$ cat src/rtl/sr_rampin_pkg.sv
package sr_rampin_pkg;
    typedef enum logic [1:0] {
        ST_IDLE  = 2'd0,
        ST_ARMED = 2'd1,
        ST_RAMP  = 2'd2,
        ST_FULL  = 2'd3
    } rr_state_e;
endpackage

$ cat src/rtl/sr_rampin_track.sv
module sr_rampin_track #(
    parameter int PERIOD_TICKS = 300
) (
    input  logic                                  clk,
    input  logic                                  rst_n,
    input  logic                                  period_end,
    input  logic                                  hs_cmd,
    input  logic [$clog2(PERIOD_TICKS)-1:0]       phase,
    output logic                                  seen_q,
    output logic                                  period_seen,
    output logic [$clog2(PERIOD_TICKS+1)-1:0]     fall_pos
);
    localparam int WW = $clog2(PERIOD_TICKS + 1);

    logic [WW-1:0] end_q;
    logic [WW-1:0] pos_next;

    assign pos_next    = WW'(phase) + WW'(1);
    assign period_seen = seen_q | hs_cmd;
    assign fall_pos    = hs_cmd ? pos_next : end_q;

    always_ff @(posedge clk or negedge rst_n) begin
        if (!rst_n) begin
            seen_q <= 1'b0;
            end_q  <= '0;
        end else if (period_end) begin
            seen_q <= 1'b0;
            end_q  <= '0;
        end else if (hs_cmd) begin
            seen_q <= 1'b1;
            end_q  <= pos_next;
        end
    end

    // a pulse seen inside a period is remembered for the low-side window
    p_seen_hold_r3: assert property (@(posedge clk) disable iff (!rst_n)
        (hs_cmd && !period_end) |=> seen_q);

    // a new period starts with no pulse recorded, so a skip is detectable
    p_seen_clear_r6: assert property (@(posedge clk) disable iff (!rst_n)
        period_end |=> !seen_q);
endmodule

$ cat src/rtl/sr_rampin_width.sv
module sr_rampin_width #(
    parameter int PERIOD_TICKS = 300,
    parameter int RAMP_CYCLES  = 128
) (
    input  logic                                  clk,
    input  logic                                  rst_n,
    input  logic                                  clear,
    input  logic                                  load,
    input  logic                                  advance,
    input  logic                                  seen,
    output logic [$clog2(PERIOD_TICKS+1)-1:0]     width,
    output logic                                  cap_next
);
    localparam int WW   = $clog2(PERIOD_TICKS + 1);
    localparam int CW   = $clog2(RAMP_CYCLES + 1);
    localparam int STEP = (PERIOD_TICKS + RAMP_CYCLES - 1) / RAMP_CYCLES;

    logic [CW-1:0] cyc_q;
    logic [WW:0]   sum;
    logic [WW-1:0] width_next;

    assign sum        = {1'b0, width} + (WW+1)'(STEP);
    assign width_next = (sum > (WW+1)'(PERIOD_TICKS)) ? WW'(PERIOD_TICKS) : sum[WW-1:0];
    assign cap_next   = (int'(cyc_q) + 1) >= RAMP_CYCLES;

    always_ff @(posedge clk or negedge rst_n) begin
        if (!rst_n) begin
            width <= '0;
            cyc_q <= '0;
        end else if (clear) begin
            width <= '0;
            cyc_q <= '0;
        end else if (load) begin
            width <= WW'(STEP);
            cyc_q <= '0;
        end else if (advance) begin
            if (int'(cyc_q) < RAMP_CYCLES) begin
                cyc_q <= cyc_q + CW'(1);
            end
            if (seen) begin
                width <= width_next;
            end
        end
    end

    p_load_narrow_r2: assert property (@(posedge clk) disable iff (!rst_n)
        (load && !clear) |=> (width == WW'(STEP)));

    p_grow_r3: assert property (@(posedge clk) disable iff (!rst_n)
        (advance && seen && !clear && !load && (int'(width) + STEP <= PERIOD_TICKS))
        |=> (int'(width) == int'($past(width)) + STEP));

    p_skip_hold_r6: assert property (@(posedge clk) disable iff (!rst_n)
        (advance && !seen && !clear && !load) |=> $stable(width));

    p_cap_bound_r5: assert property (@(posedge clk) disable iff (!rst_n)
        int'(cyc_q) <= RAMP_CYCLES);
endmodule

$ cat src/rtl/sr_rampin_fsm.sv
module sr_rampin_fsm
    import sr_rampin_pkg::*;
(
    input  logic      clk,
    input  logic      rst_n,
    input  logic      run_en,
    input  logic      ss_above_fb,
    input  logic      period_end,
    input  logic      aligned,
    input  logic      cap_next,
    output rr_state_e state,
    output logic      load,
    output logic      advance,
    output logic      clear
);
    rr_state_e next;

    always_comb begin
        next = state;
        if (!run_en) begin
            next = ST_IDLE;                               // T_STOP
        end else begin
            unique case (state)
                ST_IDLE:  next = ST_ARMED;                // T_ENABLE
                ST_ARMED: if (period_end && ss_above_fb) next = ST_RAMP;   // T_START
                ST_RAMP:  if (period_end && (aligned || cap_next)) next = ST_FULL; // T_ALIGN / T_CAP
                ST_FULL:  next = ST_FULL;
                default:  next = ST_IDLE;
            endcase
        end
    end

    always_ff @(posedge clk or negedge rst_n) begin
        if (!rst_n) state <= ST_IDLE;
        else        state <= next;
    end

    always_comb begin
        load    = 1'b0;
        advance = 1'b0;
        clear   = 1'b0;
        unique case (state)
            ST_IDLE:  clear   = 1'b1;
            ST_ARMED: load    = (next == ST_RAMP);
            ST_RAMP:  advance = period_end;
            ST_FULL:  ;
            default:  clear   = 1'b1;
        endcase
    end

    p_wait_start_r1: assert property (@(posedge clk) disable iff (!rst_n)
        (state == ST_ARMED && run_en && !(period_end && ss_above_fb)) |=> (state == ST_ARMED));

    p_cap_exit_r5: assert property (@(posedge clk) disable iff (!rst_n)
        (state == ST_RAMP && run_en && period_end && cap_next) |=> (state == ST_FULL));

    p_align_exit_r4: assert property (@(posedge clk) disable iff (!rst_n)
        (state == ST_RAMP && run_en && period_end && aligned) |=> (state == ST_FULL));

    p_stop_r8: assert property (@(posedge clk) disable iff (!rst_n)
        !run_en |=> (state == ST_IDLE));
endmodule

$ cat src/rtl/sr_rampin.sv
module sr_rampin
    import sr_rampin_pkg::*;
#(
    parameter int PERIOD_TICKS = 300,
    parameter int RAMP_CYCLES  = 128
) (
    input  logic                            clk,
    input  logic                            rst_n,
    input  logic                            run_en,
    input  logic                            ss_above_fb,
    input  logic [$clog2(PERIOD_TICKS)-1:0] phase,
    input  logic                            hs_cmd,
    output logic                            hs_gate,
    output logic                            ls_gate
);
    localparam int PW = $clog2(PERIOD_TICKS);
    localparam int WW = $clog2(PERIOD_TICKS + 1);

    rr_state_e     state;
    logic          period_end;
    logic          seen_q;
    logic          period_seen;
    logic [WW-1:0] fall_pos;
    logic [WW-1:0] width;
    logic [WW-1:0] win_start;
    logic          in_window;
    logic          aligned;
    logic          cap_next;
    logic          load;
    logic          advance;
    logic          clear;

    assign period_end = (phase == PW'(PERIOD_TICKS - 1));
    assign win_start  = WW'(PERIOD_TICKS) - width;
    assign in_window  = WW'(phase) >= win_start;
    assign aligned    = period_seen && (win_start <= fall_pos);

    sr_rampin_track #(.PERIOD_TICKS(PERIOD_TICKS)) u_track (
        .clk         (clk),
        .rst_n       (rst_n),
        .period_end  (period_end),
        .hs_cmd      (hs_cmd),
        .phase       (phase),
        .seen_q      (seen_q),
        .period_seen (period_seen),
        .fall_pos    (fall_pos)
    );

    sr_rampin_width #(.PERIOD_TICKS(PERIOD_TICKS), .RAMP_CYCLES(RAMP_CYCLES)) u_width (
        .clk      (clk),
        .rst_n    (rst_n),
        .clear    (clear),
        .load     (load),
        .advance  (advance),
        .seen     (period_seen),
        .width    (width),
        .cap_next (cap_next)
    );

    sr_rampin_fsm u_fsm (
        .clk         (clk),
        .rst_n       (rst_n),
        .run_en      (run_en),
        .ss_above_fb (ss_above_fb),
        .period_end  (period_end),
        .aligned     (aligned),
        .cap_next    (cap_next),
        .state       (state),
        .load        (load),
        .advance     (advance),
        .clear       (clear)
    );

    always_comb begin
        hs_gate = 1'b0;
        ls_gate = 1'b0;
        unique case (state)
            ST_IDLE, ST_ARMED: ;
            ST_RAMP: begin
                hs_gate = hs_cmd;
                ls_gate = !hs_cmd && seen_q && in_window;
            end
            ST_FULL: begin
                hs_gate = hs_cmd;
                ls_gate = !hs_cmd;
            end
            default: ;
        endcase
    end

    p_no_overlap_r3: assert property (@(posedge clk) disable iff (!rst_n)
        ls_gate |-> !hs_cmd);

    p_quiet_unstarted_r1: assert property (@(posedge clk) disable iff (!rst_n)
        (state == ST_IDLE || state == ST_ARMED) |-> (!hs_gate && !ls_gate));

    p_off_after_stop_r8: assert property (@(posedge clk) disable iff (!rst_n)
        !run_en |=> (!hs_gate && !ls_gate));

    always_comb begin
        if (!rst_n) begin
            p_reset_quiet_r10: assert (!hs_gate && !ls_gate);
        end
    end
endmodule

$ cat config.mk
export PLATFORM = sky130hd
export DESIGN_NAME = sr_rampin
export DESIGN_NICKNAME = d
export VERILOG_FILES = /design/src/rtl/sr_rampin_pkg.sv /design/src/rtl/sr_rampin_track.sv /design/src/rtl/sr_rampin_width.sv /design/src/rtl/sr_rampin_fsm.sv /design/src/rtl/sr_rampin.sv
export SDC_FILE = /design/constraint.sdc
export NUM_CORES = 1
export LEC_CHECK = 0
export BUFFER_PORTS_ARGS = -buffer_cell sky130_fd_sc_hd__clkbuf_2
export CAP_MARGIN = 40
export CORE_MARGIN = 2
export CORE_UTILIZATION = 49
export DETAILED_ROUTE_END_ITERATION = 10
export PLACE_DENSITY = 0.64
export SETUP_SLACK_MARGIN = 0.4
export SYNTH_ARGS = -nofsm -noshare
export SYNTH_HDL_FRONTEND = slang
export SYNTH_HIERARCHICAL = 1
export SYNTH_SLANG_ARGS = --single-unit
$ cat constraint.sdc
create_clock -name clk -period 3.9 [get_ports clk]
set_input_delay 0.195 -clock clk [delete_from_list [all_inputs] [get_ports clk]]
set_output_delay 0.195 -clock clk [all_outputs]
set_load 0.02 [all_outputs]
Word level (Yosys, flattened, before mapping)
Index checks and enable logic that the tools add are counted.

$add $sub $neg: 5. Magnitude comparators: 5. Equal/unequal tests: 5. Multiplexer cells: 22. Bitwise gates (word level): 1. Reduce and logical (&&, ||, !) cells: 15.

Operator list (count): $mux 9 (7); $ge 32x9->1 const B (1); $mux 8 (4); $add 9x2->10 const B (1); $gt 10x9->1 const B (1); $add 8x1->9 const B (1); $add 9x1->9 const B (1); $eq 9x9->1 const B (1); $ge 9x9->1 (1); $le 9x9->1 (1); $reduce_bool 3->1 (3); $sub 9x9->9 const A (1); $add 8x1->8 const B (1); $lt 8x8->1 const B (1); $pmux 2 s4 (1); $eq 2x2->1 const B (3); $mux 1 (6); $mux 2 (3); $logic_and 1x1->1 (5); $reduce_and 2->1 (2); $eq 2x1->1 const B (1); $logic_not 2->1 (1); $pmux 1 s2 (1); $reduce_bool 2->1 (1); 4 further kinds (4).

Flip-flop bits (word level): 29. Input port bits: 14. Output and inout bits: 2. Word-level logic and storage cells: 58.

Longest topological paths before layout
Word-level depth: 13. Gate-level depth with buffers: 13. Depth with buffers taken out: 13.

Hierarchy
The synthesis kept the hierarchy.

By module, submodules not included: sr_rampin_width (instances 1, cells each 137, area an instance 1188.6 µm², sequential area each 425.4 µm²); sr_rampin (instances 1, cells each 89, area an instance 664.4 µm², sequential area each 0.0 µm²); sr_rampin_track (instances 1, cells each 61, area an instance 581.8 µm², sequential area each 250.2 µm²); sr_rampin_fsm (instances 1, cells each 12, area an instance 110.1 µm², sequential area each 50.0 µm²).

Worst setup path before layout
OpenSTA, ideal clock, no wires.

Path kind: register -> register. Start: reg u_width.width[0]. End: reg u_fsm.state[0]. Setup time: 0.123 ns. Arrival time: 2.428 ns. Data required time: 3.777 ns. Slack: 1.349 ns. Stages on the path, launching flop included: 13. Path buffers: 0. Period minus slack after synthesis: 2.551 ns. Cell sequence: dfrtp_1 inv_1 ha_1 and3b_1 o21ai_2 nand2_1 xnor2_1 ha_1 nand4_1 nor3_1 o311a_1 o21a_1 o221a_1.

Longest elaborated chain between the ends: 8.

Ends and longest elaborated chain: from (decl) (line sr_rampin_width.sv:11) `output logic [$clog2(PERIOD_TICKS+1)-1:0] width,`; from (signal assigned) (line sr_rampin_width.sv:34) `width <= WW'(STEP);`; from (signal assigned) (line sr_rampin_width.sv:41) `width <= width_next;`; $sub 9x9->9 (line sr_rampin.sv:34) `assign win_start = WW'(PERIOD_TICKS) - width;`; $le 9x9->1 (line sr_rampin.sv:36) `assign aligned = period_seen && (win_start <= fall_pos);`; $logic_and 1x1->1 (line sr_rampin.sv:36); named net aligned (line sr_rampin.sv:27) `logic aligned;`; $logic_or 1x1->1 (line sr_rampin_fsm.sv:26) `ST_RAMP: if (period_end && (aligned || cap_next)) next = ST_FULL;`; $logic_and 1x1->1 (line sr_rampin_fsm.sv:26); $mux 2 (line sr_rampin_fsm.sv:26); $pmux 2 s4 (line sr_rampin_fsm.sv:23) `unique case (state)`; $mux 2 (line sr_rampin_fsm.sv:20) `if (!run_en) begin`; named net u_fsm.next[0] (line sr_rampin_fsm.sv:16) `rr_state_e next;`; to (signal assigned) (line sr_rampin_fsm.sv:35) `else state <= next;`; to (decl) (line sr_rampin_fsm.sv:11) `output rr_state_e state,`.

The timed path passes the listed nets, and every way through them passes these cells. A chain may end at the register's enable or synchronous reset.

Worst setup path in the final report
Start: reg u_width.width[0]. End: out ls_gate.

Longest elaborated chain between the ends: 4.

Ends and longest elaborated chain: $sub 9x9->9 (line sr_rampin.sv:34); $ge 9x9->1 (line sr_rampin.sv:35) `assign in_window = WW'(phase) >= win_start;`; $logic_and 1x1->1 (line sr_rampin.sv:81) `ls_gate = !hs_cmd && seen_q && in_window;`; $pmux 1 s2 (line sr_rampin.sv:77) `unique case (state)`; to (decl) (line sr_rampin.sv:14) `output logic ls_gate`.

Every way passes these cells.

==> reports/metrics.cfg <==
[grt]
grt_first_pass_wirelength_mm = 9.11
grt_overflow = 0
grt_max_degree = 30
grt_pass1_vias = 1954
antenna_found_initial = 0
grt_use_total = 0.192

[clock_network]
clk_latency_ns = 0.28
hold_buffers = 0
cts.path.max_buffers = 2
cts_resized = 0
htree_levels = 2
cts.sinks = 29
path_clk_slew_ns = 0.07
cts_post_setup_buffers_inserted = 0
root_buffer = clkbuf_8
cts_tree = yes
cts_made_buffers = 5

[synth]
yosys.area.top_type = dfrtp_1
netlist_area_sq_um = 2540
yosys_warnings = 6
synthesis.nets = 337
synthTopCellsByArea = dfrtp_1, ha_1, a21oi_1, nor2_1, inv_1
synth_cell_types = 63
synth_seq_cells = 29
netlist_instances = 299
yosys.area.top_type_share = 0.285
synth-async-reset-ratio = 1.00
ys_seq_area_frac = 0.285
synth_edf_count = 0
yosys_most_used_dff = dfrtp_1
syn_area_per_cell_sq_um = 8.51

[floorplanning]
dieArea_sq_um = 5790
start_util = 0.501
row_count = 26
dieHeight_um = 76.1
design.core.area_sq_um = 5070
die_x_um = 76.1
pin_count = 16

[placement]
io_buffers = 15
hpwl_mm = 3.84
post-place-ws_ns = 1.05
routabilityCongestion = 0.809

[worst_setup_path]
crit_type = register to primary output
r2r-start = u_width/width[0]$_DFFE_PN0P_
rr_worst_depth = 12
r2r_end = u_fsm/state[0]$_DFF_PN0_
reg2reg_slack_ns = 1.11
required_ns = 3.70
cp-end-kind = primary output
crit_fanout = 11
cp-start-kind = register
arrival_ns = 2.95

[power_and_ir_drop]
powerDensity_nw_per_um2 = 274
ir_drop_uv = 184
power_leakage_uw = 0.00122

[sta]
fin_crit_sh = 0.807
hold_ws_ns = -0.0382
rsz0062_at_grt = no
drv_slew = 0
max_slew.worst_pin.slew_ns = 0.741
tns_ns = 0
fin_skew_ns = 0.00746
setup_violations = 0
clock.fmax_mhz = 318
setup_ws_ns = 0.751
final-hold-violation-count = 29
slew_headroom = 0.506
final.min_clock_period_ns = 3.15

[hold_path]
hold_path.class = input port to async pin

[layout]
syn_to_final_growth_pct = 9.10
diodes = 0
mostFrequentLayoutCells = dfrtp_1, nor2_1, inv_1
final_util = 0.547
final_common_cell = dfrtp_1
nNetsFinal = 348
drive_gt1_frac = 0.154

[drt]
route.detailed.drc = 0
wl_mm = 5.24
drt-pass1-iter-count = 4
drtIter0Drc = 141
wl_per_cell_um = 13.8
detail-route-antenna-nets = 0
via_per_inst = 5.51
vias = 2098

[run_status]
status = complete, but fails checks
violations = hold timing

[job]
cap_violations = 0

## registers in the layout (all words and copies together) (netlist names)
register and flops:
u_fsm/state 2, u_track/end_q 9, u_track/seen_q 1, u_width/cyc_q 8
u_width/width 9
## layer usage
metal,track usage,vias to the layer above,wire length (um)
met1,0.276,975,2870
li1,-,1099,-
met5,0,-,0
met3,0.0379,2,121
met4,0.0382,0,17
met2,0.304,22,2240
## area by class of cell
cell class	count	area, sq um
Inverter	26	97.6
Multi-Input combinational cell	231	1660
Tap cell	70	87.6
Clock inverter	2	37.5
Timing Repair Buffer	17	90.1
Sequential cell	29	726
Fill cell	494	2300
Clock buffer	6	82.6
## synthesized netlist by cell type (5+ instances only)
library cell,number
dfrtp_1,29
nor2_1,28
inv_1,26
ha_1,24
a21oi_1,21
nand2_1,21
xor2_1,11
nand3_1,10
nand4_1,9
o21ai_0,8
nor2b_1,7
nor3_1,7
xnor2_1,7
buf_2,5
clkbuf_1,5
nand2b_1,5
## critical path, cell delays in order, from the launching register on
cell       delay (ns)
dfrtp_1          0.53
inv_1            0.11
ha_1             0.23
and3b_1          0.26
o21ai_2          0.08
xnor2_1          0.21
inv_1            0.06
ha_1             0.28
nand4_1          0.12
nor2_1           0.05
a2111oi_0        0.40
a21oi_1          0.15
clkbuf_2         0.18
## through the flow
step / hold slack [ns] / cell area, sq um / std cells / power, uW
2_1_floorplan: -0.101 / 2540 / 299 / 397
3_3_place_gp: 0.304 / 2660 / 373 / 433
3_5_place_dp: 0.307 / 2660 / 373 / 435
4_1_cts: 0.00539 / 2780 / 381 / 769
5_1_grt: 0.0407 / 2780 / 381 / 803
6_report: -0.0382 / 2780 / 381 / 761
## power by group
group          switching, uW  leakage [uW]  internal (uW)
sequential              7.62      0.000374            312
clock                    124     0.0000574            208
combinational           63.2      0.000791           45.9
total                    195       0.00122            566
## logic make-up after synthesis
| logic type | count (synthesis) | synth area share |
|---|---|---|
| muxes | 3 | 0.0128 |
| and+or+nand+nor | 120 | 0.261 |
| buffers and inverters | 39 | 0.0644 |
| DFF | 29 | 0.285 |
| adders and majority gates | 24 | 0.118 |
| AOI/OAI and AO/OA | 65 | 0.190 |
| xor gates and xnor gates | 19 | 0.0683 |
## worst max-delay path by stage
stage	from	end	slack [ns]	cells past startpoint
after floorplan	u_width/width[0]$_DFFE_PN0P_	u_fsm/state[0]$_DFF_PN0_	1.35	12
after global placement	u_width/width[0]$_DFFE_PN0P_	ls_gate	1.08	12
after detailed placement	u_width/width[0]$_DFFE_PN0P_	ls_gate	1.05	12
after CTS	u_width/width[0]$_DFFE_PN0P_	ls_gate	0.73	12
after global routing	u_width/width[0]$_DFFE_PN0P_	ls_gate	0.56	12
final	u_width/width[0]$_DFFE_PN0P_	ls_gate	0.75	12
Power figures use the tool's default switching activity.
